File: src/rtl/hps_pkg.sv
// Package: shared sizing and check-group mask computation for the
// Hamming parity block. Assumes a byte-wide data word split into
// three binary-weighted groups plus one odd-weight group.
package hps_pkg;

    localparam int DATA_W = 8;
    localparam int IDX_W  = $clog2(DATA_W);
    localparam int CHK_W  = IDX_W + 1;

    // Returns the data-bit mask for check group g. Groups below IDX_W
    // select bits whose index has bit g set. The last group selects
    // bits whose index has an odd number of ones.
    function automatic logic [DATA_W-1:0] group_mask(input int g);
        logic [DATA_W-1:0] m;
        m = '0;
        for (int b = 0; b < DATA_W; b++) begin
            if (g < IDX_W) begin
                m[b] = ((b >> g) & 1) == 1;
            end else begin
                m[b] = ($countones(b) % 2) == 1;
            end
        end
        return m;
    endfunction

endpackage

File: src/rtl/hps_check_gen.sv
// Module: hps_check_gen
// Forms the check bits and the whole-word parity from the data byte.
// Purely combinational. Assumes the group masks come from hps_pkg.
module hps_check_gen
    import hps_pkg::*;
(
    input  logic [DATA_W-1:0] data_i,
    output logic [CHK_W-1:0]  chk_o,
    output logic              word_par_o
);

    // One XOR-reduction tree per check group.
    for (genvar g = 0; g < CHK_W; g++) begin : g_grp
        localparam logic [DATA_W-1:0] MASK = group_mask(g);
        assign chk_o[g] = ^(data_i & MASK);
    end

    // Parity over the full word.
    assign word_par_o = ^data_i;

endmodule

File: src/rtl/hps_parity_gate.sv
// Module: hps_parity_gate
// Applies odd/even polarity to the word parity and compares it with
// the externally supplied expected bit. Output 1 means mismatch.
// Assumes odd_sel_i = 1 selects odd parity.
module hps_parity_gate (
    input  logic word_par_i,
    input  logic odd_sel_i,
    input  logic exp_par_i,
    output logic gen_par_o
);

    // Polarity-corrected parity compared with the expected bit.
    always_comb begin
        gen_par_o = (word_par_i ^ odd_sel_i) ^ exp_par_i;
    end

endmodule

File: src/rtl/hps_scan_cell.sv
// Module: hps_scan_cell
// One-bit parity register with enable, hold, shift and load. The
// priority is enable, then hold, then shift. Reset is synchronous and
// active-low. The stored bit is also the scan output.
module hps_scan_cell (
    input  logic clk,
    input  logic rst_n,
    input  logic en_i,
    input  logic hold_i,
    input  logic shift_i,
    input  logic scan_i,
    input  logic d_i,
    output logic q_o
);

    logic nxt;

    // Next-state selection: keep, shift in, or capture parity.
    always_comb begin
        nxt = q_o;
        if (en_i && !hold_i) begin
            nxt = shift_i ? scan_i : d_i;
        end
    end

    // State register with synchronous clear.
    always_ff @(posedge clk) begin
        if (!rst_n) begin
            q_o <= 1'b0;
        end else begin
            q_o <= nxt;
        end
    end

    AST_RESET_CLEARS: assert property (@(posedge clk)
        !rst_n |=> (q_o == 1'b0));
    AST_HOLD_KEEPS: assert property (@(posedge clk) disable iff (!rst_n)
        (en_i && hold_i) |=> $stable(q_o));
    AST_SHIFT_TAKES_SCAN: assert property (@(posedge clk) disable iff (!rst_n)
        (en_i && !hold_i && shift_i) |=> (q_o == $past(scan_i)));
    AST_LOAD_TAKES_PARITY: assert property (@(posedge clk) disable iff (!rst_n)
        (en_i && !hold_i && !shift_i) |=> (q_o == $past(d_i)));
    AST_DISABLED_KEEPS: assert property (@(posedge clk) disable iff (!rst_n)
        !en_i |=> $stable(q_o));

endmodule

File: src/rtl/hamming_parity_scan.sv
// Module: hamming_parity_scan
// Top level. Combines the check-bit generator, the parity gate and the
// scannable error-flag register. The flag is offered in true and
// complement form, and the true form doubles as the scan output.
module hamming_parity_scan
    import hps_pkg::*;
(
    input  logic              clk,
    input  logic              rst_n,
    input  logic [DATA_W-1:0] data_i,
    input  logic              odd_sel_i,
    input  logic              exp_par_i,
    input  logic              en_i,
    input  logic              hold_i,
    input  logic              shift_i,
    input  logic              scan_i,
    output logic [CHK_W-1:0]  chk_o,
    output logic              word_par_o,
    output logic              gen_par_o,
    output logic              err_o,
    output logic              err_n_o
);

    logic wpar;
    logic gpar;
    logic flag;

    hps_check_gen u_chk (
        .data_i     (data_i),
        .chk_o      (chk_o),
        .word_par_o (wpar)
    );

    hps_parity_gate u_gate (
        .word_par_i (wpar),
        .odd_sel_i  (odd_sel_i),
        .exp_par_i  (exp_par_i),
        .gen_par_o  (gpar)
    );

    hps_scan_cell u_cell (
        .clk     (clk),
        .rst_n   (rst_n),
        .en_i    (en_i),
        .hold_i  (hold_i),
        .shift_i (shift_i),
        .scan_i  (scan_i),
        .d_i     (gpar),
        .q_o     (flag)
    );

    // Drive the parity and flag outputs in both polarities.
    always_comb begin
        word_par_o = wpar;
        gen_par_o  = gpar;
        err_o      = flag;
        err_n_o    = ~flag;
    end

endmodule

File: config.mk
export PLATFORM = sky130hd
export DESIGN_NAME = hamming_parity_scan
export DESIGN_NICKNAME = d
export VERILOG_FILES = /design/src/rtl/hps_pkg.sv /design/src/rtl/hps_check_gen.sv /design/src/rtl/hps_parity_gate.sv /design/src/rtl/hps_scan_cell.sv /design/src/rtl/hamming_parity_scan.sv
export SDC_FILE = /design/constraint.sdc
export NUM_CORES = 1
export LEC_CHECK = 0
export BUFFER_PORTS_ARGS = -buffer_cell sky130_fd_sc_hd__buf_2
export CAP_MARGIN = 25
export CORE_AREA = 4 4 41 43
export DETAILED_ROUTE_END_ITERATION = 12
export DIE_AREA = 0 0 45 47
export PLACE_DENSITY = 0.5
export SLEW_MARGIN = 0
export SYNTH_ARGS = -nofsm -noshare
export SYNTH_HDL_FRONTEND = slang
export SYNTH_SLANG_ARGS = --single-unit
export TNS_END_PERCENT = 1
File: constraint.sdc
create_clock -name clk -period 1.3 [get_ports clk]
set_input_delay 0.195 -clock clk [delete_from_list [all_inputs] [get_ports clk]]
set_output_delay 0.195 -clock clk [all_outputs]
set_load 0.05 [all_outputs]
==> impl_metrics.py, run 1 <==
metrics = {
    "power": {
        "leakage_uw": 0.000273,
        "p_total_uw": 645,
        "vdd_ir_drop_max_mv": 0.499,
        "power_density_mw_per_mm2": 1120,
    },
    "global_route": {
        "antenna_found_initial": 0,
        "grt_pass1_vias": 248,
        "grt_max_degree": 4,
        "grt_pass1_wl_um": 952,
        "grt_overflow": 0,
        "grt.total_usage_pct": 5.78,
    },
    "yosys": {
        "syn_avg_cell_area_um2": 9.57,
        "yosysSeqAreaShare_pct": 9.09,
        "synth_xor_area_share_pct": 73.3,
        "yosysUniqueCellTypes": 12,
        "synth_mux_area_share_pct": 0,
        "synth_simple_gate_area_share_pct": 9.66,
        "synth_top_family_by_area": "XOR/XNOR gates",
        "syn_inst": 23,
        "synth.ff_latch_count": 1,
        "yosys_warnings": 0,
        "synth_nets": 39,
        "synth_fa_ha_area_share_pct": 0,
        "synth_compound_area_share_pct": 6.25,
        "synth_area_um2": 220,
    },
    "finish": {
        "final_common_cell": "buf_2",
        "fillCellCount": 137,
        "final_cell_count_no_fill": 72,
        "syn_to_final_growth_pct": 162,
        "final_nets": 75,
        "layout_common_cells": "14 x buf_2, 13 x buf_4, 5 x xnor2_1, 5 x buf_6, 3 x xor2_2",
        "drive_gt1_share_pct": 75.4,
        "largest_register_ffs": 1,
        "regMostFlops": "u_cell.q_o",
        "n_antenna_cell": 0,
        "utilization_pct": 44.3,
        "largest_registers": "u_cell.q_o: 1 flops",
        "final_area_um2": 577,
    },
    "placement": {
        "place.gp.congestion": 0.605,
        "placed_cells": 69,
        "dpl_worst_slack_ps": -253,
        "dpl_cell_area_um2": 475,
        "io_buffers": 23,
    },
    "setup_path": {
        "crit_required_ps": 1110,
        "cpMaxStageDelayCell": "xor2_4",
        "cp_common_cell": "buf_6",
        "cp-end-kind": "output pin",
        "start_kind": "input port",
        "path_cells": "buf_6, xor2_4, xnor2_4, buf_4, buf_12, xor2_2, buf_6",
        "slowest_delay_ps": 190,
        "timing.rr.start": "u_cell.q_o$_SDFFE_PN0P_",
        "cp.depth": 7,
        "endpoint": "word_par_o",
        "r2r_slack_ps": 540,
        "criticalPathCategory": "in2out",
        "crit_arrival_ps": 1230,
        "critPathTopFamily": "buffers and inverters",
        "crit_fanout": 2,
        "crit_start": "data_i[5]",
        "r2r-end": "u_cell.q_o$_SDFFE_PN0P_",
        "cp_num_buf_inv": 4,
        "reg2reg_depth": 3,
    },
    "drt": {
        "antenna_left": 0,
        "post_drt_wl_per_cell_um": 9.11,
        "drt-initial-drc-count": 1,
        "vias": 277,
        "first_pass_iters": 2,
        "drc": 0,
        "drt_wl_total_um": 656,
        "drt-vias-per-instance": 3.85,
    },
    "timing": {
        "setup_ws_ps": -125,
        "worstMarginPinSlew_ps": 250,
        "final_max_slew_viol_count": 0,
        "clock_skew_ps": 0,
        "rsz0062_at_grt": "true",
        "period_share_pct": 110,
        "achievable-frequency_mhz": 702,
        "setup_viol": 4,
        "relSlewSlack_pct": 83.5,
        "period_minus_slack_ps": 1420,
        "hold_viol": 0,
    },
    "floorplanning": {
        "start_util_pct": 16.9,
        "core_area_mm2": 0.00130,
        "ios": 24,
        "fp.dieW_um": 45,
        "num_rows": 13,
        "die_height_um": 47,
        "dieArea_mm2": 0.00212,
    },
    "clock_tree": {
        "hold_buffers": 0,
        "clkLatencyLatePin_ps": 0,
        "clk_pin_slew_ps": 0,
    },
    "flow_run": {
        "max_cap_violations": 0,
    },
    "hold_path": {
        "hold_class": "in2reg",
        "min_path_cells": 2,
    },
    "status": {
        "status": "finished with violations",
        "failed_checks": "setup timing",
    },
}
[per-stage QoR]
step | hold slack [ps] | setup TNS [ps]
after global routing | 448 | -501
after detailed placement | 440 | -642
after floorplan | 328 | -1020
final | 434 | -348
after CTS | 439 | -170
after global placement | 445 | -681
[where the power goes]
| group | leakage [uW] | switching, uW | internal, uW |
|---|---|---|---|
| Combinational | 0.000265 | 343 | 266 |
| Sequential | 0.00000818 | 1.72 | 34.4 |
| Clock | 0 | 0 | 0 |
[Yosys cell counts, drive strengths merged]
| master | number | share of area (%) |
|---|---|---|
| a22o | 1 | 4.0 |
| dfxtp | 1 | 9.1 |
| inv | 1 | 1.7 |
| nand2 | 2 | 3.4 |
| nand2b | 1 | 2.8 |
| nor3b | 1 | 3.4 |
| o21ai | 1 | 2.3 |
| xnor2 | 9 | 39 |
| xnor3 | 1 | 11 |
| xor2 | 5 | 23 |
[how the worst min path moves through the flow]
stage,to,slack (ps),startpoint
after global placement,u_cell.q_o$_SDFFE_PN0P_,450,rst_n
after CTS,u_cell.q_o$_SDFFE_PN0P_,440,rst_n
after floorplan,u_cell.q_o$_SDFFE_PN0P_,330,rst_n
after global routing,u_cell.q_o$_SDFFE_PN0P_,450,rst_n
final,u_cell.q_o$_SDFFE_PN0P_,430,rst_n
after detailed placement,u_cell.q_o$_SDFFE_PN0P_,440,rst_n
[routing by layer]
layer	global-route usage, %	share of wire [%]	vias up
li1	-	-	137
met1	6.18	33	117
met2	12.4	46	23
met3	0.766	21	0
met4	0	0	0
met5	0	0	-
[final cells by class]
class	instances	area [um^2]	share of cell area [%]
timing repair buffer	34	259	44.9
sequential	1	20.0	3.47
tap	15	18.8	3.25
multi-input combinational	21	275	47.7
inverter	1	3.75	0.651
[what timing repair did]
action	4_1_cts	5_1_grt
setup endpoints to repair	6	7
resized for setup	18	3
hold endpoints to repair	0	0
pin swaps	2	3
buffers inserted	1	2
[cell families after synthesis]
family	count (synthesis)
flops	1
buf+inv	1
compound gates	2
xor+xnor	15
simple gates	4
Note: power is estimated with default switching activity, not from simulation.
==> inputs of run 2 (changes only) <==
- PLACE_DENSITY: 0.5 -> 0.49
- SKIP_CTS_REPAIR_TIMING: unset -> 1
- SYNTH_HIERARCHICAL: unset -> 1
==> impl_metrics.py, run 2 <==
metrics = {
    "timing": {
        "achievable-frequency_mhz": 649,
        "clock_skew_ps": 0,
        "relSlewSlack_pct": 81.9,
        "worstMarginPinSlew_ps": 271,
        "setup_ws_ps": -242,
        "final_max_slew_viol_count": 0,
        "period_minus_slack_ps": 1540,
        "hold_viol": 0,
        "setup_viol": 3,
        "period_share_pct": 119,
        "rsz0062_at_grt": "true",
    },
    "global_route": {
        "grt.total_usage_pct": 5.37,
        "grt_pass1_wl_um": 869,
        "grt_pass1_vias": 227,
        "antenna_found_initial": 0,
        "grt_max_degree": 4,
        "grt_overflow": 0,
    },
    "drt": {
        "drt-vias-per-instance": 3.70,
        "vias": 248,
        "post_drt_wl_per_cell_um": 8.58,
        "first_pass_iters": 2,
        "antenna_left": 0,
        "drt_wl_total_um": 575,
        "drc": 0,
        "drt-initial-drc-count": 1,
    },
    "finish": {
        "final_common_cell": "buf_2",
        "drive_gt1_share_pct": 80.8,
        "layout_common_cells": "17 x buf_2, 13 x buf_4, 5 x xnor2_1",
        "final_nets": 70,
        "syn_to_final_growth_pct": 165,
        "largest_register_ffs": 1,
        "largest_registers": "u_cell/q_o: 1 flops",
        "regMostFlops": "u_cell/q_o",
        "utilization_pct": 41.3,
        "n_antenna_cell": 0,
        "final_cell_count_no_fill": 67,
        "final_area_um2": 537,
    },
    "yosys": {
        "yosysSeqAreaShare_pct": 9.88,
        "syn_avg_cell_area_um2": 10.1,
        "yosysUniqueCellTypes": 10,
        "synth-edff-count": 0,
        "synth.most_common_cell": "xnor2_1",
        "yosys-top-cells-area": "xnor2_1 48%, xor3_1 12%, dfxtp_1 9.9%",
        "synth_ff_type": "dfxtp_1",
        "yosysTopAreaCellShare_pct": 47.5,
        "synth_nets": 36,
        "syn_inst": 20,
        "synth.ff_latch_count": 1,
        "synth_area_um2": 203,
        "synthArstFlopShare_pct": 0,
        "yosys_warnings": 6,
        "yosysTopAreaCell": "xnor2_1",
    },
    "placement": {
        "place.gp.congestion": 0.599,
        "place.detailed.hpwl_um": 540,
        "dpl_cell_area_um2": 465,
        "io_buffers": 23,
        "placed_cells": 66,
    },
    "power": {
        "power_density_mw_per_mm2": 1150,
        "p_total_uw": 616,
        "vdd_ir_drop_max_mv": 0.533,
        "leakage_uw": 0.000259,
    },
    "clock_tree": {
        "clk_pin_slew_ps": 0,
        "clkLatencyLatePin_ps": 0,
    },
    "floorplanning": {
        "core_area_mm2": 0.00130,
        "start_util_pct": 15.6,
        "ios": 24,
        "dieArea_mm2": 0.00212,
        "num_rows": 13,
        "die_height_um": 47,
        "fp.dieW_um": 45,
    },
    "setup_path": {
        "critPathTopFamily": "XOR/XNOR gates",
        "cp-end-kind": "output pin",
        "timing.rr.start": "u_cell/q_o$_SDFFE_PN0P_",
        "crit_start": "data_i[2]",
        "cp_common_cell": "xnor2_4",
        "reg2reg_depth": 2,
        "slowest_delay_ps": 280,
        "cpMaxStageDelayCell": "xor3_2",
        "criticalPathCategory": "in2out",
        "crit_required_ps": 1110,
        "start_kind": "input port",
        "path_cells": "buf_4, xnor2_4, xnor2_2, xnor2_4, xor3_2, buf_6",
        "cp_num_buf_inv": 2,
        "crit_fanout": 2,
        "cp.depth": 6,
        "crit_arrival_ps": 1350,
    },
    "hold_path": {
        "hp-start": "rst_n",
        "min_path_cells": 3,
        "hold_class": "in2reg",
    },
    "flow_run": {
        "max_cap_violations": 0,
    },
    "status": {
        "failed_checks": "setup timing",
        "status": "finished with violations",
    },
}
run 2: worst register-to-register path: stages (launching register included):
cell and delay, ps:
dfxtp_1 300, o21ai_1 130, a21oi_1 50
run 2: kinds of logic (layout without fill, tap and decap cells):
group	after synthesis	count (layout)	synth area share, %
flops	1	1	9.88
compound gates	2	2	4.93
mux	1	1	4.94
simple gates	1	1	6.79
xor+xnor	14	14	71.6
buf+inv	1	33	1.85
run 2: stage by stage:
step                      hold slack, ps  TNS (ps)  worst slack [ps]
after floorplan                      337     -1420              -614
after global placement               454      -991              -394
after detailed placement             453     -1080              -419
after CTS                            458     -1120              -419
after global routing                 473      -757              -313
final                                455      -533              -242
run 2: layer usage:
metal  share of wire (%)  wire, um  up-vias  GRT usage (%)
li1                    -         -      125              -
met5                   0         0        -              0
met3                  19       107        0          0.383
met4                   0         0        0              0
met2                  51       291       18           11.3
met1                  31       176      105           6.12
run 2: final timing paths:
check                                  to  slack, ps
setup / recovery                gen_par_o       -240
hold / removal    u_cell/q_o$_SDFFE_PN0P_        460
setup reg to reg  u_cell/q_o$_SDFFE_PN0P_        700
hold reg to reg   u_cell/q_o$_SDFFE_PN0P_        530
run 2: where the power goes:
| part | total, uW | internal (uW) | switching (uW) |
|---|---|---|---|
| sequential | 35.7 | 34.0 | 1.72 |
| combinational | 580 | 242 | 338 |
| clock | 0 | 0 | 0 |
run 2: layout make-up:
class	instances	area, um^2
fill	142	764
inverter	1	3.75
multi-input combinational	18	289
sequential	1	20.0
tap	15	18.8
timing repair buffer	32	205
==> inputs of run 3 (changes only) <==
- REMOVE_ABC_BUFFERS: unset -> 1
==> impl_metrics.py, run 3 (synthesis gave the netlist of run 2 again) <==
metrics = {
    "drt": {
        "antenna_left": 0,
        "drt-vias-per-instance": 3.91,
        "drc": 0,
        "post_drt_wl_per_cell_um": 9.81,
        "first_pass_iters": 2,
        "met1_length_um": 274,
        "routed.top_layer": "met3",
        "wl_met2_um": 273,
        "drt_wl_total_um": 677,
        "drt-initial-drc-count": 3,
        "vias": 270,
        "wl_met3_um": 129,
    },
    "setup_path": {
        "cp_common_cell": "xnor2_2",
        "critPathTopFamily": "XOR/XNOR gates",
        "endpoint": "gen_par_o",
        "r2r-end": "u_cell/q_o$_SDFFE_PN0P_",
        "slowest_delay_ps": 280,
        "start_kind": "input port",
        "crit_required_ps": 1110,
        "criticalPathCategory": "in2out",
        "reg2reg_depth": 2,
        "path_cells": "buf_2, xnor2_2, xnor2_2, xnor2_2, xor3_1, buf_6",
        "crit_fanout": 2,
        "cpMaxStageDelayCell": "xor3_1",
        "cp-end-kind": "output pin",
        "cp_num_buf_inv": 2,
        "r2r_slack_ps": 690,
        "crit_start": "data_i[1]",
        "cp.depth": 6,
        "timing.rr.start": "u_cell/q_o$_SDFFE_PN0P_",
        "crit_arrival_ps": 1320,
    },
    "timing": {
        "worstMarginPinSlew_ps": 253,
        "final_max_slew_viol_count": 0,
        "period_minus_slack_ps": 1510,
        "period_share_pct": 116,
        "setup_viol": 3,
        "setup_ws_ps": -212,
        "rsz0062_at_grt": "true",
        "relSlewSlack_pct": 83.3,
        "hold_viol": 0,
        "achievable-frequency_mhz": 661,
        "clock_skew_ps": 0,
    },
    "floorplanning": {
        "ios": 24,
        "start_util_pct": 15.6,
        "core_area_mm2": 0.00130,
        "num_rows": 13,
        "fp.dieW_um": 45,
        "dieArea_mm2": 0.00212,
        "die_height_um": 47,
    },
    "finish": {
        "largest_register_ffs": 1,
        "regMostFlops": "u_cell/q_o",
        "final_nets": 72,
        "final_cell_count_no_fill": 69,
        "final_common_cell": "buf_2",
        "utilization_pct": 41.3,
        "largest_registers": "u_cell/q_o: 1 flops",
        "syn_to_final_growth_pct": 165,
        "layout_common_cells": "16 x buf_2, 12 x buf_4, 5 x xnor2_2, 5 x xnor2_1, 3 x buf_6",
        "n_antenna_cell": 0,
        "drive_gt1_share_pct": 79.6,
    },
    "placement": {
        "place.gp.congestion": 0.720,
        "io_buffers": 23,
        "placed_cells": 68,
    },
    "global_route": {
        "grt_pass1_wl_um": 938,
        "antenna_found_initial": 0,
        "grt.total_usage_pct": 5.52,
        "grt_max_degree": 4,
        "grt_pass1_vias": 262,
        "grt_overflow": 0,
    },
    "flow_run": {
        "max_cap_violations": 0,
    },
    "status": {
        "status": "finished with violations",
        "failed_checks": "setup timing",
    },
    "clock_tree": {
        "clk_pin_slew_ps": 0,
        "clkLatencyLatePin_ps": 0,
    },
    "hold_path": {
        "hold_class": "in2reg",
    },
    "power": {
        "leakage_uw": 0.000271,
        "vdd_ir_drop_max_mv": 0.598,
        "power_density_mw_per_mm2": 1180,
    },
}
[run 3: stage by stage]
step	hold WS [ps]	total power (uW)	setup TNS, ps	worst slack [ps]	instance area, um^2
6_report	463	634	-431	-212	538
5_1_grt	491	664	-575	-245	538
4_1_cts	468	521	-1140	-420	412
3_5_place_dp	466	520	-1140	-418	412
3_3_place_gp	456	519	-1010	-392	412
2_1_floorplan	337	373	-4720	-1790	203
[run 3: power breakdown]
part	switching, uW	internal, uW
sequential	1.73	34.0
combinational	338	261
clock	0	0
total	339	295
[run 3: per-layer routing]
metal	up-vias	global-route usage [%]
met5	-	0
met3	0	1.92
met4	0	0
met2	24	8.19
li1	129	-
met1	117	8.16
[run 3: worst min path at each step]
stage	from	end	slack [ps]	cells after the start
4_1_cts	rst_n	u_cell/q_o$_SDFFE_PN0P_	470	3
6_report	rst_n	u_cell/q_o$_SDFFE_PN0P_	460	3
5_1_grt	rst_n	u_cell/q_o$_SDFFE_PN0P_	490	3
3_5_place_dp	rst_n	u_cell/q_o$_SDFFE_PN0P_	470	3
3_3_place_gp	rst_n	u_cell/q_o$_SDFFE_PN0P_	460	3
2_1_floorplan	rst_n	u_cell/q_o$_SDFFE_PN0P_	340	2
[run 3: area by class of cell]
cell class | instances | area, um^2
Fill cell | 150 | 763
Tap cell | 15 | 18.8
Sequential cell | 1 | 20.0
Timing Repair Buffer | 34 | 241
Multi-Input combinational cell | 18 | 254
Inverter | 1 | 3.75
[run 3: worst register-to-register path, delay by kind of cell, from the launching register on]
kind               cells  cell delay, ps
DFF                    1             300
AOI/OAI and AO/OA      2             190
